<file path="src/rtl/acr_pkg.sv">
package acr_pkg;
  typedef enum logic [2:0] {
    M_OFF  = 3'd0,
    M_ONCE = 3'd1,
    M_VBI  = 3'd2,
    M_PIX  = 3'd3,
    M_MEAS = 3'd4
  } acr_mode_e;
endpackage

</file>
<file path="src/rtl/acr_trigger.sv">
module acr_trigger
  import acr_pkg::*;
#(
  parameter int CTS_W = 20,
  parameter int REP_W = 4
) (
  input  logic             clk,
  input  logic             rst,
  input  logic             clr,
  input  logic [2:0]       mode,
  input  logic             sent,
  input  logic             vblank,
  input  logic             pix_tick,
  input  logic             meas_vld,
  input  logic [CTS_W-1:0] meas_cts,
  input  logic [CTS_W-1:0] cts_prog,
  input  logic [REP_W-1:0] rep_cnt,
  output logic             req_nxt,
  output logic [CTS_W-1:0] meas_nxt
);
  localparam logic [CTS_W-1:0] ONE = CTS_W'(1);

  logic             vb_q, vb_rise;
  logic [REP_W-1:0] cnt_q, cnt_d;
  logic [CTS_W-1:0] pcnt_q, pcnt_d, meas_q;
  logic             pend_q, pend_d;

  always_comb begin
    vb_rise  = vblank & ~vb_q;
    cnt_d    = cnt_q;
    pcnt_d   = pcnt_q;
    pend_d   = pend_q;
    meas_nxt = meas_q;
    if (clr) begin
      cnt_d  = '0;
      pcnt_d = '0;
      pend_d = 1'b0;
    end else begin
      case (mode)
        M_VBI: begin
          if (vb_rise)                    cnt_d = rep_cnt;
          else if (sent && cnt_q != '0)   cnt_d = cnt_q - 1'b1;
        end
        M_PIX: begin
          pend_d = pend_q & ~sent;
          if (pix_tick && cts_prog != '0) begin
            if (pcnt_q + ONE == cts_prog) begin
              pcnt_d = '0;
              pend_d = 1'b1;
            end else begin
              pcnt_d = pcnt_q + ONE;
            end
          end
        end
        M_MEAS: begin
          pend_d = pend_q & ~sent;
          if (meas_vld) begin
            pend_d   = 1'b1;
            meas_nxt = meas_cts;
          end
        end
        default: ;
      endcase
    end
    case (mode)
      M_ONCE:         req_nxt = 1'b1;
      M_VBI:          req_nxt = (cnt_d != '0);
      M_PIX, M_MEAS:  req_nxt = pend_d;
      default:        req_nxt = 1'b0;
    endcase
  end

  always_ff @(posedge clk) begin
    if (rst) begin
      vb_q   <= 1'b0;
      cnt_q  <= '0;
      pcnt_q <= '0;
      pend_q <= 1'b0;
      meas_q <= '0;
    end else begin
      vb_q   <= vblank;
      cnt_q  <= cnt_d;
      pcnt_q <= pcnt_d;
      pend_q <= pend_d;
      meas_q <= meas_nxt;
    end
  end

  // a grant in blanking mode with no reload consumes exactly one credit
  a_r6_credit_consumed: assert property (@(posedge clk) disable iff (rst)
    (mode == M_VBI && !clr && !vb_rise && sent && cnt_q != '0) |=> cnt_q == $past(cnt_q) - 1'b1);

  // zero CTS leaves the pixel counter idle
  a_r8_zero_cts_idle: assert property (@(posedge clk) disable iff (rst)
    (mode == M_PIX && !clr && cts_prog == '0) |=> $stable(pcnt_q));
endmodule

</file>
<file path="src/rtl/acr_cts_sel.sv">
module acr_cts_sel #(
  parameter int CTS_W = 20,
  parameter int LO_W  = 8
) (
  input  logic             clk,
  input  logic             rst,
  input  logic             clr,
  input  logic [1:0]       ratio,
  input  logic             advance,
  input  logic [CTS_W-1:0] cts_prog,
  input  logic [LO_W-1:0]  lo_alt,
  output logic [CTS_W-1:0] cts_nxt
);
  logic [1:0] ph_q, ph_d;

  always_comb begin
    if (clr)          ph_d = 2'd0;
    else if (advance) ph_d = (ph_q >= ratio) ? 2'd0 : ph_q + 2'd1;
    else              ph_d = ph_q;
    if (ratio != 2'd0 && ph_d == ratio)
      cts_nxt = {cts_prog[CTS_W-1:LO_W], lo_alt};
    else
      cts_nxt = cts_prog;
  end

  always_ff @(posedge clk) begin
    if (rst) ph_q <= 2'd0;
    else     ph_q <= ph_d;
  end

  // the position never runs past the secondary slot of the pattern
  a_r3_phase_bound: assert property (@(posedge clk) disable iff (rst)
    !clr |-> ph_q <= ratio);

  // without a grant or a write the position holds
  a_r10_phase_hold: assert property (@(posedge clk) disable iff (rst)
    (!clr && !advance) |=> $stable(ph_q));
endmodule

</file>
<file path="src/rtl/acr_sched.sv">
module acr_sched
  import acr_pkg::*;
#(
  parameter int CTS_W = 20,
  parameter int LO_W  = 8,
  parameter int REP_W = 4
) (
  input  logic             clk,
  input  logic             rst,
  input  logic             cfg_wr,
  input  logic [2:0]       cfg_mode,
  input  logic [1:0]       cfg_ratio,
  input  logic [CTS_W-1:0] cts_prog,
  input  logic [LO_W-1:0]  cts_lo_alt,
  input  logic [REP_W-1:0] rep_cnt,
  input  logic             vblank,
  input  logic             pix_tick,
  input  logic             meas_vld,
  input  logic [CTS_W-1:0] meas_cts,
  input  logic             slot_ok,
  output logic             pkt_req,
  output logic [CTS_W-1:0] pkt_cts,
  output logic [2:0]       mode_rd
);
  logic [2:0]       mode_q, mode_d;
  logic [1:0]       ratio_q, ratio_d;
  logic             sent, req_nxt;
  logic [CTS_W-1:0] meas_nxt, alt_nxt;

  assign sent    = pkt_req & slot_ok;
  assign mode_rd = mode_q;

  always_comb begin
    ratio_d = cfg_wr ? cfg_ratio : ratio_q;
    if (cfg_wr)                        mode_d = cfg_mode;
    else if (sent && mode_q == M_ONCE) mode_d = M_OFF;
    else                               mode_d = mode_q;
  end

  acr_trigger #(.CTS_W(CTS_W), .REP_W(REP_W)) u_trig (
    .clk(clk), .rst(rst), .clr(cfg_wr), .mode(mode_d), .sent(sent),
    .vblank(vblank), .pix_tick(pix_tick), .meas_vld(meas_vld),
    .meas_cts(meas_cts), .cts_prog(cts_prog), .rep_cnt(rep_cnt),
    .req_nxt(req_nxt), .meas_nxt(meas_nxt)
  );

  acr_cts_sel #(.CTS_W(CTS_W), .LO_W(LO_W)) u_sel (
    .clk(clk), .rst(rst), .clr(cfg_wr), .ratio(ratio_d),
    .advance(sent && mode_q != M_MEAS), .cts_prog(cts_prog),
    .lo_alt(cts_lo_alt), .cts_nxt(alt_nxt)
  );

  always_ff @(posedge clk) begin
    if (rst) begin
      mode_q  <= M_OFF;
      ratio_q <= 2'd0;
      pkt_req <= 1'b0;
      pkt_cts <= '0;
    end else begin
      mode_q  <= mode_d;
      ratio_q <= ratio_d;
      pkt_req <= req_nxt;
      pkt_cts <= (mode_d == M_MEAS) ? meas_nxt : alt_nxt;
    end
  end

  // a granted one-shot returns the mode to off and drops the request
  a_r5_oneshot_clears: assert property (@(posedge clk) disable iff (rst)
    (sent && mode_q == M_ONCE && !cfg_wr) |=> (mode_rd == M_OFF && !pkt_req));

  // the off mode never shows a request
  a_r4_off_quiet: assert property (@(posedge clk) disable iff (rst)
    (mode_q == M_OFF) |-> !pkt_req);

  // an ungranted request persists
  a_r11_req_hold: assert property (@(posedge clk) disable iff (rst)
    (pkt_req && !slot_ok && !cfg_wr && !vblank) |=> pkt_req);
endmodule

</file>
<file path="config.mk">
export PLATFORM = sky130hd
export DESIGN_NAME = acr_sched
export DESIGN_NICKNAME = d
export VERILOG_FILES = /design/src/rtl/acr_pkg.sv /design/src/rtl/acr_trigger.sv /design/src/rtl/acr_cts_sel.sv /design/src/rtl/acr_sched.sv
export SDC_FILE = /design/constraint.sdc
export NUM_CORES = 1
export LEC_CHECK = 0
export CAP_MARGIN = 20
export CELL_PAD_IN_SITES_DETAIL_PLACEMENT = 0
export CELL_PAD_IN_SITES_GLOBAL_PLACEMENT = 1
export CORE_AREA = 2 2 101 103
export CTS_CLUSTER_DIAMETER = 60
export CTS_CLUSTER_SIZE = 16
export DETAILED_ROUTE_END_ITERATION = 10
export DIE_AREA = 0 0 103 105
export DONT_BUFFER_PORTS = 1
export GPL_ROUTABILITY_DRIVEN = 0
export PLACE_DENSITY_LB_ADDON = 0.1
export SETUP_SLACK_MARGIN = 0.3
export SYNTH_ARGS = -nofsm -noshare
export SYNTH_HDL_FRONTEND = slang
export SYNTH_HIERARCHICAL = 1
export SYNTH_SLANG_ARGS = --single-unit
</file>
<file path="constraint.sdc">
create_clock -name clk -period 8.3 [get_ports clk]
set_input_delay 2.49 -clock clk [delete_from_list [all_inputs] [get_ports clk]]
set_output_delay 2.49 -clock clk [all_outputs]
set_load 0.02 [all_outputs]
</file>
; ---- Yosys cells after proc, flatten, opt, wreduce, memory -nomap -nowiden
; Cells that the tools add are included.
[word_totals]
output_inout_bits = 24
reg_bits = 74
elab_cells = 61
input_bits = 64
[classes]
bitwise_logic = 5
order_cmp = 1
n_eq_ne = 8
muxes = 22
addsub = 3
reduce_logical = 12
[ops]
columns = cell, count
row1 = 20-bit 2-to-1 mux, 5
row2 = "20-bit by 1-bit adder with 20-bit output, second input constant", 1
row3 = 20-bit equality test, 1
row4 = 20-bit nonzero test, 1
row5 = 4-bit 2-to-1 mux, 4
row6 = 2-bit 2-to-1 mux, 4
row7 = 8-bit 2-to-1 mux, 1
row8 = 4-bit nonzero test, 2
row9 = "3-bit by 1-bit equality test with 1-bit output, second input constant", 2
row10 = "3-bit by 2-bit equality test with 1-bit output, second input constant", 2
row11 = 3-bit 2-to-1 mux, 2
row12 = 1-bit logical AND, 5
row13 = 1-bit 2-to-1 mux, 4
row14 = 2-bit OR reduction, 2
row15 = "4-bit by 1-bit subtractor with 4-bit output, second input constant", 1
row16 = 1-bit bitwise AND, 3
row17 = "3-bit equality test, second input constant", 1
row18 = "3-bit inequality test, second input constant", 1
row19 = 1-bit one-hot mux with 3 select lines, 1
row20 = "2-bit by 1-bit adder with 2-bit output, second input constant", 1
row21 = 2-bit equality test, 1
row22 = 2-bit greater-or-equal comparator, 1
row23 = 1-bit inverter, 2
row24 = 1-bit one-hot mux with 2 select lines, 1
row25 = 2 further kinds, 2

; ---- Depth between registers and ports, before layout
; Gate-level depths: netlist of the first run.
[depth]
ltp_word = 9
mapped_depth = 14
depth_no_buf = 11

; ---- Cells and area by module
; The synthesis of the first run kept the hierarchy.
[by_module_without_submodules]
columns = module, area_each_um2, seq_area_each_um2, cells_each, n_inst
row1 = acr_trigger, 3039.2, 920.9, 341, 1
row2 = acr_sched, 1183.6, 520.5, 114, 1
row3 = acr_cts_sel, 742.0, 40.0, 107, 1

; ---- Worst setup path before layout of the first run
; No wires, ideal clock.
[synth_path]
path_type = input to register
startpoint = in cfg_wr
endpoint = reg pkt_cts[5]
setup_ns = 0.120
stages = 12
path_slack_ns = 3.347
required_ns = 8.180
n_path_buf = 3
arrival_ns = 4.834
cell_sequence = buf_4 -> mux2_2 -> ha_1 -> or2b_2 -> a2111oi_0 -> a211o_1 -> buf_4 -> buf_2 -> a21oi_1 -> a221o_1 -> nand2b_1 -> mux2i_1
[synth_via]
elab_chain_cells = 9
word_cells_on_any_way = 14
[synth_rtl]
columns = element, line
row1 = "start, declared", acr_sched.sv:10  ; input logic cfg_wr,
row2 = 2-bit 2-to-1 mux (*), acr_sched.sv:34  ; ratio_d = cfg_wr ? cfg_ratio : ratio_q;
row3 = named net ratio_d[0], acr_sched.sv:26  ; logic [1:0] ratio_q, ratio_d;
row4 = 2-bit greater-or-equal comparator, acr_cts_sel.sv:18  ; else if (advance) ph_d = (ph_q >= ratio) ? 2'd0 : ph_q + 2'd1;
row5 = 2-bit 2-to-1 mux (2 in a row), acr_cts_sel.sv:18
row6 = 2-bit 2-to-1 mux, acr_cts_sel.sv:17  ; if (clr) ph_d = 2'd0;
row7 = 2-bit equality test, acr_cts_sel.sv:20  ; if (ratio != 2'd0 && ph_d == ratio)
row8 = 1-bit logical AND (*), acr_cts_sel.sv:20
row9 = 8-bit 2-to-1 mux (*), acr_cts_sel.sv:20
row10 = named net alt_nxt[5], acr_sched.sv:28  ; logic [CTS_W-1:0] meas_nxt, alt_nxt;
row11 = 20-bit 2-to-1 mux (*), acr_sched.sv:63  ; pkt_cts <= (mode_d == M_MEAS) ? meas_nxt : alt_nxt;
row12 = "end signal, assigned", acr_sched.sv:63
row13 = "end, declared", acr_sched.sv:22  ; output logic [CTS_W-1:0] pkt_cts,
; The timed path passes the listed nets; every way through them passes the cells marked *.
; A chain may end at the register's enable or synchronous reset.

; ---- Worst setup path after layout of the first run
[layout_path]
startpoint = in cfg_wr
endpoint = reg pkt_cts[6]
[layout_via]
elab_chain_cells = 9
word_cells_on_any_way = 14
[layout_rtl]
columns = element, line
row1 = 2-bit 2-to-1 mux, acr_sched.sv:34
row2 = 2-bit greater-or-equal comparator, acr_cts_sel.sv:18
row3 = 2-bit 2-to-1 mux (2 in a row), acr_cts_sel.sv:18
row4 = 2-bit 2-to-1 mux, acr_cts_sel.sv:17
row5 = 2-bit equality test, acr_cts_sel.sv:20
row6 = 1-bit logical AND (*), acr_cts_sel.sv:20
row7 = 8-bit 2-to-1 mux (*), acr_cts_sel.sv:20
row8 = named net alt_nxt[6], acr_sched.sv:28
row9 = 20-bit 2-to-1 mux (*), acr_sched.sv:63
; Marked as above.

==> out/qor.yml, run 1 <==
grt_start_max_net_pins: 71
route.met3.wl_microns: 729
route.top_layer_used: "met4"
antenna_left: 0
skew_ns: 0.0145
fmax_mhz: 203
dieArea_sq_mm: 0.0108
hold_violations: 0
cts_made_buffers: 9
fill_cells: 968
met1_length_microns: 5590
vias: 3851
viasPerCell: 5.76
design.core.area_sq_mm: 0.00964
worstSetupEndpointType: "flop"
synthToLayoutAreaGrowth_pct: 1.51
cts.clk_slew.worst_paths_ns: 0.08
antenna_cells: 0
track_usage_pct: 21.6
drt_iter0_drc: 209
dr.pass1.iters: 6
final.min_clock_period_ns: 4.92
worst_ep_arrival_time_ns: 5.13
hold_path.class: "reg -> reg"
async_flop_share_pct: 0
ctsHtreeMaxLevel: 3
synth.area.top_cells: "dfxtp_1, nand2b_1, mux2_2"
drive_above_1_share_pct: 13.5
ys.flop_type: "dfxtp_1"
syn_area_sq_mm: 0.00496
wl_met2_microns: 5160
rows: 36
initial_utilization_pct: 51.5
tightest_slew_ns: 0.895
powerDensity_mw_per_mm2: 151
reg2reg_slack_ns: 5.00
yosys.area.top_type: "dfxtp_1"
p_leak_nw: 1.90
route.detailed.drc: 0
synth_top_area_share_pct: 29.8
cts_tree: "built"
numPlacedInstances: 650
clock_path_buffers: 2
worstPathRequired_ns: 8.50
ys_seq_area_share_pct: 29.8
clock-sinks: 74
wl_per_cell_microns: 17.4
die_w_microns: 103
rsz0062_at_grt: "no"
fin_crit_sh_pct: 59.3
ys_types: 68
post_cts_buffers: 0
antenna_found_initial: 0
startpoint_type: "primary input"
port-buffer-count: 0
final_cells: 668
slew_headroom_pct: 38.8
dpl.hpwl_microns: 8600
pin_count: 88
final_nets: 598
wl_microns: 11600
slew_violations: 0
syn_inst: 562
postCtsResizedCells: 0
synth_edf_count: 0
worst-path-max-fanout: 19
yosysWarnings: 6
synth.net_count: 630
clk_latency_ns: 0.36
postSynthAreaPerCell_sq_um: 8.83
drv_cap: 0
fin_setup_tns_ns: 0
status: "finished, final reports clean"
grt_pass1_wl_microns: 18300
clockRootBuffer: "clkbuf_8"
ir_drop_mv: 0.0663
setup_violations: 0
synth_seq_cells: 74
die_y_microns: 105
worstSetupPathType: "in -> reg"
grt_pass1_vias: 3564
overflow: 0
hold_buffers: 0
[metal layers]
metal | vias up | GRT usage [%]
li1 | 1900 | -
met1 | 1828 | 30.2
met2 | 112 | 32.6
met3 | 11 | 4.75
met4 | 0 | 7.33
met5 | - | 0
[cells in the final DEF, fill, tap and decap left out, types with 3 or more instances in the layout]
| cell type | count |
|---|---|
| a2111oi_0 | 3 |
| a21oi_1 | 18 |
| a221o_1 | 8 |
| and2_1 | 4 |
| and3_1 | 4 |
| clkbuf_8 | 10 |
| dfxtp_1 | 74 |
| ha_1 | 4 |
| inv_1 | 17 |
| mux2_2 | 25 |
| mux2i_1 | 24 |
| nand2_1 | 45 |
| nand2b_1 | 49 |
| nand3_1 | 20 |
| nand4_1 | 10 |
| nor2_1 | 26 |
| nor2b_1 | 28 |
| nor3_1 | 22 |
| nor3_2 | 6 |
| nor4_1 | 8 |
| o2111ai_1 | 3 |
| o211ai_1 | 10 |
| o21a_1 | 3 |
| o21ai_0 | 4 |
| o221ai_1 | 9 |
| o22ai_1 | 3 |
| or3_1 | 3 |
| xnor2_1 | 22 |
| xor2_1 | 25 |
[final timing paths]
path / from / end / cells past startpoint
worst max-delay path: cfg_wr / pkt_cts[6]$_SDFF_PP0_ / 10
worst min-delay path: u_trig/cnt_q[3]$_SDFF_PP0_ / u_trig/cnt_q[3]$_SDFF_PP0_ / 2
worst max register to register: u_trig/pcnt_q[0]$_SDFFE_PP0P_ / u_trig/pcnt_q[0]$_SDFFE_PP0P_ / 8
worst min register to register: u_trig/cnt_q[3]$_SDFF_PP0_ / u_trig/cnt_q[3]$_SDFF_PP0_ / 2
[state kept, by name, indices dropped and copies added (netlist names)]
register	cells
u_trig/pend_q	1
u_trig/pcnt_q	20
mode_rd	3
u_trig/cnt_q	4
u_trig/meas_q	20
pkt_cts	20
ratio_q	2
u_sel/ph_q	2
u_trig/vb_q	1
pkt_req	1
[cell type report]
| type | instances | area [sq um] | share of cell area (%) |
|---|---|---|---|
| well taps | 133 | 166 | 3.30 |
| multi-input cells | 425 | 3090 | 61.3 |
| clock buffers | 10 | 138 | 2.73 |
| repair buffers | 3 | 30.0 | 0.596 |
| flip-flops and latches | 74 | 1480 | 29.4 |
| clock inverters | 6 | 72.6 | 1.44 |
| inverters | 17 | 63.8 | 1.27 |
[synth_stat cells (12+ instances only)]
master    instances
nor3_1           22
mux2i_1          24
nor2_1           26
buf_4            17
xor2_1           25
nand2b_1         49
xnor2_1          22
clkbuf_1         12
nor2b_1          28
a21oi_1          18
dfxtp_1          74
nand2_1          45
nand3_1          20
mux2_2           25
inv_1            17
[worst max-delay path: stages]
cell,delay [ns]
mux2_2,0.43
inv_1,0.16
ha_1,0.24
or4b_4,0.54
a21oi_4,0.30
nor2_4,0.14
a2bb2oi_4,0.23
a221o_1,0.42
nand2b_1,0.09
mux2i_1,0.07
[cells by family (layout without fill, tap and decap cells)]
family | Yosys count | in the layout | share of synthesized area [%]
simple gates | 250 | 250 | 30.4
compound gates | 75 | 75 | 11.9
flops | 74 | 74 | 29.8
buf+inv | 63 | 36 | 8.09
mux | 49 | 49 | 10.5
xor+xnor | 47 | 47 | 8.29
fa+ha+maj | 4 | 4 | 1.01
[power breakdown]
part,switching [mW],internal (mW),leakage [nW]
Sequential,0.0158,0.366,0.603
Clock,0.144,0.150,0.103
Combinational,0.0456,0.0405,1.19
[metrics by stage]
step / util (%) / instance area [sq um] / hold WS [ns] / power [mW] / worst slack (ns)
finish: 52.3 / 5040 / 0.562 / 0.763 / 3.38
global route: 52.3 / 5040 / 0.577 / 0.796 / 3.18
CTS: 52.1 / 5020 / 0.558 / 0.769 / 2.87
detailed placement: 49.9 / 4810 / 0.544 / 0.476 / 2.51
global placement: 49.9 / 4810 / 0.536 / 0.474 / 2.66
floorplan: - / 4960 / 0.505 / 0.468 / 3.35
No activity file was read; power rests on OpenSTA's default activity.
==> run 2, diff against run 1 <==
--- a/config.mk
+++ b/config.mk
@@ -8,11 +8,11 @@
 export CAP_MARGIN = 20
 export CELL_PAD_IN_SITES_DETAIL_PLACEMENT = 0
 export CELL_PAD_IN_SITES_GLOBAL_PLACEMENT = 1
-export CORE_AREA = 2 2 101 103
+export CORE_AREA = 2 2 105 107
 export CTS_CLUSTER_DIAMETER = 60
 export CTS_CLUSTER_SIZE = 16
 export DETAILED_ROUTE_END_ITERATION = 10
-export DIE_AREA = 0 0 103 105
+export DIE_AREA = 0 0 107 109
 export DONT_BUFFER_PORTS = 1
 export GPL_ROUTABILITY_DRIVEN = 0
 export PLACE_DENSITY_LB_ADDON = 0.1
==> constraint.sdc (replaced) <==
create_clock -name clk -period 5 [get_ports clk]
set_input_delay 1.5 -clock clk [delete_from_list [all_inputs] [get_ports clk]]
set_output_delay 1.5 -clock clk [all_outputs]
set_load 0.02 [all_outputs]
==> run 2 against run 1 <==
  * Clock power grew 79%
  * Highest routed layer unchanged
  * Sequential power grew 66%
  * First-iteration DRC count increased by 14%
==> out/qor.yml, run 2 (same netlist as run 1, synthesis figures left out) <==
fin_crit_sh_pct: 77.4
antenna_left: 0
viasPerCell: 5.69
finalPower_mw: 1.30
path_cells: "mux2_2, inv_1, ha_1, or2_2, a2111oi_0, a211o_1, a21oi_1, a221o_1, nand2b_1, mux2i_1"
reg.largest.list: "pkt_cts x20, u_trig/meas_q x20, u_trig/pcnt_q x20"
route.detailed.drc: 0
fill_cells: 1078
rows: 38
final_cells: 675
final_nets: 598
clock-sinks: 74
status: "finished, final reports clean"
regArea_sq_mm: 0.00148
port-buffer-count: 0
clockRootBuffer: "clkbuf_8"
hold_violations: 0
reg2reg_slack_ns: 1.85
worstSetupStartpoint: "cfg_wr"
drt_iter0_drc: 238
worstPathRequired_ns: 5.20
pin_count: 88
hold_buffers: 0
grt_start_max_net_pins: 71
initial_utilization_pct: 46.8
fmax_mhz: 258
antenna_found_initial: 0
numPlacedInstances: 659
cts_made_buffers: 9
r2r-end: "u_trig/pcnt_q[14]$_SDFFE_PP0P_"
clk_latency_ns: 0.35
dr.pass1.iters: 4
grt_pass1_vias: 3598
drive_above_1_share_pct: 13.3
slowest_delay_ns: 0.48
tightest_slew_ns: 0.906
wl_microns: 11700
powerDensity_mw_per_mm2: 258
drv_cap: 0
wl_per_cell_microns: 17.3
worst_ep_arrival_time_ns: 4.07
antenna_cells: 0
slew_violations: 0
ir_drop_mv: 0.162
fin_setup_tns_ns: 0
path_buf_inv: 1
cts.clk_slew.worst_paths_ns: 0.08
synthToLayoutAreaGrowth_pct: 1.71
worstSetupEndpointType: "flop"
vias: 3839
grt_pass1_wl_microns: 18800
clock_path_buffers: 2
overflow: 0
skew_ns: 0.00918
layout_commonest_cell: "dfxtp_1"
die_y_microns: 109
worst-path-max-fanout: 19
slew_headroom_pct: 39.6
startpoint_type: "primary input"
crit_family: "compound AO/OA/AOI/OAI gates"
final.min_clock_period_ns: 3.87
die_w_microns: 107
hold_path.class: "reg -> reg"
rsz0062_at_grt: "no"
design.core.area_sq_mm: 0.0106
rr_startpoint: "u_trig/pcnt_q[0]$_SDFFE_PP0P_"
dpl.hpwl_microns: 8810
worstSetupPathType: "in -> reg"
crit_end: "pkt_cts[7]$_SDFF_PP0_"
layout_common_cells: "dfxtp_1, nand2b_1, nand2_1, nor2b_1, nor2_1"
cp.depth: 10
multiInputGateArea_sq_mm: 0.00308
p_leak_nw: 1.91
dieArea_sq_mm: 0.0117
setup_violations: 0
worst_path_max_delay_cell: "a211o_1"
track_usage_pct: 20.4
ctsHtreeMaxLevel: 3
post_cts_buffers: 0
cts_tree: "built"
postCtsResizedCells: 0
rr_worst_depth: 9
[run 2: cell types whose count changed in the layout (fill, tap and decap cells not counted)]
| cell | delta |
|---|---|
| bufinv_16 | +1 |
| inv_6 | -1 |
| buf_8 | -1 |
| a311oi_2 | -1 |
| buf_4 | +1 |
| clkinv_2 | +2 |
| clkinvlp_4 | -1 |
| a311oi_1 | +1 |
| clkinv_4 | -1 |
[run 2: final cells by class]
type                       count  share of cell area (%)
sequential                    74                    29.3
clock inverter                 6                    1.73
tap                          140                    3.47
clock buffer                  10                    2.73
timing repair buffer           3                   0.446
inverter                      17                    1.26
multi-input combinational    425                    61.0
[run 2: power breakdown]
group / total, mW / switching (mW) / leakage, nW / internal (mW)
Combinational: 0.139 / 0.0719 / 1.19 / 0.0670
Clock: 0.527 / 0.232 / 0.117 / 0.296
Sequential: 0.635 / 0.0265 / 0.603 / 0.608
Total: 1.30 / 0.330 / 1.91 / 0.971
[run 2: worst min path at each step]
stage	start	cells past startpoint	endpoint	slack [ns]
2_1_floorplan	u_trig/cnt_q[3]$_SDFF_PP0_	2	u_trig/cnt_q[3]$_SDFF_PP0_	0.50
3_3_place_gp	u_trig/cnt_q[3]$_SDFF_PP0_	2	u_trig/cnt_q[3]$_SDFF_PP0_	0.54
3_5_place_dp	u_trig/cnt_q[3]$_SDFF_PP0_	2	u_trig/cnt_q[3]$_SDFF_PP0_	0.55
4_1_cts	u_trig/cnt_q[3]$_SDFF_PP0_	2	u_trig/cnt_q[3]$_SDFF_PP0_	0.56
5_1_grt	u_trig/cnt_q[3]$_SDFF_PP0_	2	u_trig/cnt_q[3]$_SDFF_PP0_	0.58
6_report	u_trig/cnt_q[3]$_SDFF_PP0_	2	u_trig/cnt_q[3]$_SDFF_PP0_	0.56
[run 2: metal layers]
layer,up-vias,share of wire (%),track usage [%]
li1,1906,-,-
met1,1812,47,27.6
met2,103,44,31.9
met3,18,6.3,5.14
met4,0,2.1,6.86
met5,-,0,0
[run 2: through the flow]
step	setup WS (ns)	cell area, sq um	util, %	hold slack (ns)
after floorplan	1.04	4960	-	0.505
after global placement	0.935	4820	45.5	0.539
after detailed placement	0.807	4820	45.5	0.545
after CTS	1.15	5050	47.6	0.558
after global routing	0.931	5050	47.6	0.583
final	1.13	5050	47.6	0.558
[run 2: worst min-delay path, stage by stage (launching register included)]
cell and delay [ns]:
dfxtp_1 0.36, nor2_1 0.12, nor3_1 0.05
